File: src/rtl/feac_pkg.sv
package feac_pkg;
  typedef enum logic [1:0] {
    ACT_NONE = 2'b00,
    ACT_A10  = 2'b01,
    ACT_AB10 = 2'b10,
    ACT_CONT = 2'b11
  } feac_act_e;

  typedef enum logic [1:0] {
    SEQ_IDLE = 2'b00,
    SEQ_A    = 2'b01,
    SEQ_B    = 2'b10
  } feac_seq_e;
endpackage

File: src/rtl/feac_sel_edge.sv
module feac_sel_edge #(
  parameter int SEL_W = 2
) (
  input  logic             clk,
  input  logic             rst_n,
  input  logic [SEL_W-1:0] sel_i,
  output logic             start_o
);
  logic [SEL_W-1:0] prev_q;

  always_ff @(posedge clk or negedge rst_n) begin
    if (!rst_n) prev_q <= '0;
    else        prev_q <= sel_i;
  end

  assign start_o = (prev_q == '0) && (sel_i != '0);
endmodule

File: src/rtl/feac_word_fmt.sv
module feac_word_fmt #(
  parameter int CW_W   = 6,
  parameter int WORD_W = 2 * (CW_W + 2)
) (
  input  logic [CW_W-1:0]   cw_i,
  output logic [WORD_W-1:0] word_o
);
  localparam int ONES_W = WORD_W - CW_W - 2;

  assign word_o[0]      = 1'b0;
  assign word_o[CW_W+1] = 1'b0;

  for (genvar g = 0; g < CW_W; g++) begin : g_cw
    assign word_o[g+1] = cw_i[g];
  end

  for (genvar k = 0; k < ONES_W; k++) begin : g_ones
    assign word_o[CW_W+2+k] = 1'b1;
  end
endmodule

File: src/rtl/feac_rep_cnt.sv
module feac_rep_cnt #(
  parameter int REPS = 10
) (
  input  logic clk,
  input  logic rst_n,
  input  logic clr_i,
  input  logic inc_i,
  output logic last_o
);
  localparam int CNT_W = (REPS > 1) ? $clog2(REPS) : 1;
  localparam logic [CNT_W-1:0] MAXV = CNT_W'(REPS - 1);

  logic [CNT_W-1:0] cnt_q, cnt_d;

  always_comb begin
    cnt_d = cnt_q;
    if (clr_i)                      cnt_d = '0;
    else if (inc_i && cnt_q != MAXV) cnt_d = cnt_q + 1'b1;
  end

  always_ff @(posedge clk or negedge rst_n) begin
    if (!rst_n) cnt_q <= '0;
    else        cnt_q <= cnt_d;
  end

  assign last_o = (cnt_q == MAXV);
endmodule

File: src/rtl/feac_tx_seq.sv
module feac_tx_seq
  import feac_pkg::*;
#(
  parameter int CW_W = 6,
  parameter int REPS = 10
) (
  input  logic            clk,
  input  logic            rst_n,
  input  logic [1:0]      act_sel,
  input  logic [CW_W-1:0] cw_a,
  input  logic [CW_W-1:0] cw_b,
  input  logic            bit_en,
  output logic            tx_bit,
  output logic            tx_idle
);
  localparam int WORD_W = 2 * (CW_W + 2);
  localparam int IDX_W  = $clog2(WORD_W);
  localparam logic [IDX_W-1:0] LAST_IDX = IDX_W'(WORD_W - 1);

  feac_seq_e        st_q, st_d;
  feac_act_e        mode_q, mode_d;
  logic             stop_q, stop_d;
  logic [IDX_W-1:0] bidx_q, bidx_d;
  logic             tx_q, tx_d;
  logic             idle_q, idle_d;
  logic             start, cnt_clr, cnt_inc, cnt_last;
  logic [WORD_W-1:0] word_a, word_b, cur_word;

  feac_sel_edge #(.SEL_W(2)) u_edge (
    .clk(clk), .rst_n(rst_n), .sel_i(act_sel), .start_o(start)
  );

  feac_word_fmt #(.CW_W(CW_W), .WORD_W(WORD_W)) u_fmt_a (
    .cw_i(cw_a), .word_o(word_a)
  );

  feac_word_fmt #(.CW_W(CW_W), .WORD_W(WORD_W)) u_fmt_b (
    .cw_i(cw_b), .word_o(word_b)
  );

  feac_rep_cnt #(.REPS(REPS)) u_cnt (
    .clk(clk), .rst_n(rst_n), .clr_i(cnt_clr), .inc_i(cnt_inc),
    .last_o(cnt_last)
  );

  assign cur_word = (st_q == SEQ_B) ? word_b : word_a;

  always_comb begin
    st_d    = st_q;
    mode_d  = mode_q;
    stop_d  = stop_q;
    bidx_d  = bidx_q;
    tx_d    = tx_q;
    idle_d  = idle_q;
    cnt_clr = 1'b0;
    cnt_inc = 1'b0;
    if (st_q == SEQ_IDLE) begin
      if (bit_en) begin
        tx_d   = 1'b1;
        idle_d = 1'b1;
      end
      if (start) begin
        st_d    = SEQ_A;
        mode_d  = feac_act_e'(act_sel);
        stop_d  = 1'b0;
        bidx_d  = '0;
        cnt_clr = 1'b1;
      end
    end else begin
      if (mode_q == ACT_CONT && act_sel == 2'b00) stop_d = 1'b1;
      if (bit_en) begin
        tx_d   = cur_word[bidx_q];
        idle_d = 1'b0;
        if (bidx_q == LAST_IDX) begin
          bidx_d  = '0;
          cnt_inc = 1'b1;
          if (cnt_last) begin
            unique case (mode_q)
              ACT_AB10: begin
                if (st_q == SEQ_A) begin
                  st_d    = SEQ_B;
                  cnt_clr = 1'b1;
                end else begin
                  st_d = SEQ_IDLE;
                end
              end
              ACT_CONT: if (stop_d) st_d = SEQ_IDLE;
              default:  st_d = SEQ_IDLE;
            endcase
          end
        end else begin
          bidx_d = bidx_q + 1'b1;
        end
      end
    end
  end

  always_ff @(posedge clk or negedge rst_n) begin
    if (!rst_n) begin
      st_q   <= SEQ_IDLE;
      mode_q <= ACT_NONE;
      stop_q <= 1'b0;
      bidx_q <= '0;
      tx_q   <= 1'b1;
      idle_q <= 1'b1;
    end else begin
      st_q   <= st_d;
      mode_q <= mode_d;
      stop_q <= stop_d;
      bidx_q <= bidx_d;
      tx_q   <= tx_d;
      idle_q <= idle_d;
    end
  end

  assign tx_bit  = tx_q;
  assign tx_idle = idle_q;
endmodule

File: config.mk
export PLATFORM = sky130hd
export DESIGN_NAME = feac_tx_seq
export DESIGN_NICKNAME = d
export VERILOG_FILES = /design/src/rtl/feac_pkg.sv /design/src/rtl/feac_sel_edge.sv /design/src/rtl/feac_word_fmt.sv /design/src/rtl/feac_rep_cnt.sv /design/src/rtl/feac_tx_seq.sv
export SDC_FILE = /design/constraint.sdc
export NUM_CORES = 1
export LEC_CHECK = 0
export ABC_AREA = 0
export BUFFER_PORTS_ARGS = -buffer_cell sky130_fd_sc_hd__buf_2
export CORE_UTILIZATION = 40
export CTS_CLUSTER_DIAMETER = 80
export CTS_CLUSTER_SIZE = 25
export DETAILED_ROUTE_END_ITERATION = 12
export GPL_ROUTABILITY_DRIVEN = 0
export HOLD_SLACK_MARGIN = 0.05
export SKIP_LAST_GASP = 1
export SLEW_MARGIN = 5
export SYNTH_ARGS = -nofsm -noshare
export SYNTH_HDL_FRONTEND = slang
export SYNTH_HIERARCHICAL = 1
export SYNTH_SLANG_ARGS = --single-unit
File: constraint.sdc
create_clock -name clk -period 2.7 [get_ports clk]
set_input_delay 0.54 -clock clk [delete_from_list [all_inputs] [get_ports clk]]
set_output_delay 0.54 -clock clk [all_outputs]
set_load 0.05 [all_outputs]
==> results.toml <==
[logic_synthesis]
syn_inst = 168
synth.area.top_cells = "dfrtp_1, buf_4, nand2_1"
avgSynthCellArea_um2 = 8.41
synth_cell_type_count = 42
ys_ff_latch = 17
yosysTopAreaCellShare = 0.266
syn_area_um2 = 1410
synth_top_cell_by_area = "dfrtp_1"
yosysSeqAreaShare = 0.303
yosysWarnings = 6

[sta]
final_hold_viol_count = 0
holdWs_ns = 0.152
fin_skew_ns = 0.00274
grt_setup_unrepaired = "false"
finalSetupViolCount = 0
drv_slew = 0
worstMarginPinSlew_ns = 0.557
fin_tns_setup_ns = 0
fmax_mhz = 457
fin_ws_ns = 0.512
relSlewSlack = 0.628
final.period_utilization = 0.810
period_minus_slack_ns = 2.19

[drt]
drt_wl_total_um = 2340
ant_nets = 0
num_vias = 1026
route.top_layer_used = "met4"
viasPerCell = 4.75
wl_met3_um = 69
drcViolationCount = 0
detail_route.iter0.violations = 49
dr.pass1.iters = 4
wl_met2_um = 1160
wl_met1_um = 1070
wl_per_cell_um = 10.8

[setup_path]
max_stage_delay_ns = 0.44
crit_fanout = 7
critPathRequiredTime_ns = 2.89
worstSetupPathType = "flop to flop"
startpoint_type = "flop"
crit_path_end_kind = "flop"
critPathMostFrequentCell = "nand3_1"
crit_arrival_ns = 2.37
path_cells = "ha_1 -> nand3_1 -> nor3b_2 -> and2_1 -> nand3_1 -> a21oi_1 -> nor2_1 -> mux2_4"
cpMaxStageDelayCell = "dfrtp_1"

[final_layout]
syn2layout_area_growth_pct = -3.10
drive_above_1_share = 0.200
final_area_um2 = 1370
seqCellArea_um2 = 428
layout_common_cells = "nand2_1, conb_1, buf_2"
num_antenna_cells = 0
fillers = 369
nets = 191
multi_input_area_um2 = 748
layout_commonest_cell = "nand2_1"

[worst_hold_path]
hp-class = "input port to asynchronous set/reset pin"

[placement]
dpl_cell_area_um2 = 1340
port_buffers = 18
dp_hpwl_um = 1840
dpl_worst_slack_ns = 0.551

[clock_network]
clock_latency_ns = 0.29
postCtsSetupRepairBufs = 0
postCtsHoldBufs = 0
clock_path_buffers = 2
cts_tree = "yes"
cts.clk_slew.worst_paths_ns = 0.09
cts_resized = 0
cts_max_level = 1
cts.sinks = 17
cts_buffers = 3
cts_root_buf = "clkbuf_4"

[floorplanning]
ios = 19
core_um2 = 3360
die_h_um = 61.4
rows = 21
start_util = 0.420
die_area_um2 = 3770
die_w_um = 61.4

[grt]
antenna_found_initial = 0
first_global_vias = 954
overflow = 0
grt_first_pass_wirelength_um = 4000
grt_max_degree = 18
grt.total_usage = 0.143

[run_status]
outcome = "complete, no violations"

[power_and_ir_drop]
max-vdd-ir-drop_mv = 0.385
power_density_nw_per_um2 = 645
p_leak_nw = 0.631

[flow_run]
maxCapViolCount = 0
## metal layers
metal  vias to the layer above  global-route usage
li1                        522                   -
met1                       479               0.179
met2                        20               0.255
met3                         5              0.0126
met4                         0              0.0603
met5                         -                   0
## cells in the mapped netlist
library cell,count
buf_2,1
nor3_1,1
a311oi_1,2
o211ai_1,1
o32a_1,1
and2b_2,1
nand4_1,3
dfstp_2,2
nand3_1,9
nor2b_2,1
clkbuf_1,1
dfrtp_1,15
buf_12,1
ha_1,3
nor3b_2,1
nor3_2,1
or3b_1,1
o22ai_1,1
clkbuf_2,1
a22o_1,1
a21o_2,1
nor2_1,10
buf_4,32
a21o_1,1
a31oi_1,1
o21ai_0,2
mux2_4,2
and2_1,2
o31ai_1,1
conb_1,4
o21a_1,1
xor2_1,2
nand2_1,32
nand2b_1,2
buf_6,1
nor2b_1,4
inv_1,3
nand3b_1,1
mux2_2,3
mux2i_1,6
a21oi_1,4
a32oi_1,5
## final timing paths
path	depth (start not counted)	startpoint	endpoint	slack, ns
worst min register to register	1	tx_bit	tx_bit	0.53
min in group clk	1	act_sel[0]	u_edge/prev_q[0]	0.39
worst max register to register	8	bidx_q[0]	u_cnt/cnt_q[1]	0.51
worst max-delay path	8	bidx_q[0]	u_cnt/cnt_q[1]	0.51
worst min-delay path	1	rst_n	u_cnt/cnt_q[3]	0.15
max in group asynchronous	1	rst_n	tx_bit	2.24
## per-stage QoR
step,util,cells,total power [mW]
after CTS,0.407,216,0.895
after floorplan,-,184,0.706
after global placement,0.399,212,0.752
final,0.407,216,0.883
after detailed placement,0.399,212,0.760
after global routing,0.407,216,0.962
## worst max-delay path: cells and delay by family (launching register included)
family / cells / cell delay, ns
mux: 1 / 0.27
compound gates: 1 / 0.39
flops: 1 / 0.44
fa+ha+maj: 1 / 0.22
simple gates: 5 / 0.77
## cell type report
| cell class | count | share of cell area |
|---|---|---|
| Timing Repair Buffer | 19 | 0.0713 |
| Multi-Input combinational cell | 127 | 0.547 |
| Inverter | 3 | 0.00823 |
| Clock buffer | 4 | 0.0192 |
| Tap cell | 46 | 0.0420 |
| Sequential cell | 17 | 0.313 |
## power by group
group | internal [mW] | leakage (nW) | switching (mW)
clock network | 0.0575 | 0.0150 | 0.0767
registers | 0.326 | 0.207 | 0.0800
logic | 0.152 | 0.409 | 0.190
## flip-flops by register name (all words and copies together), names as in the netlist
name / count
st_q: 2
tx_idle: 1
bidx_q: 4
u_cnt/cnt_q: 4
tx_bit: 1
u_edge/prev_q: 2
stop_q: 1
mode_q: 2
## cell families (layout without fill, tap and decap cells)
family / Yosys count / count (layout) / synth area share
simple gates: 69 / 69 / 0.236
compound gates: 22 / 22 / 0.114
mux: 11 / 11 / 0.0877
xor+xnor: 2 / 2 / 0.0124
buf+inv: 40 / 26 / 0.210
other cells: 4 / 20 / 0.0106
flops: 17 / 17 / 0.303
fa+ha+maj: 3 / 3 / 0.0266
Note: power is estimated with default switching activity, not from simulation.
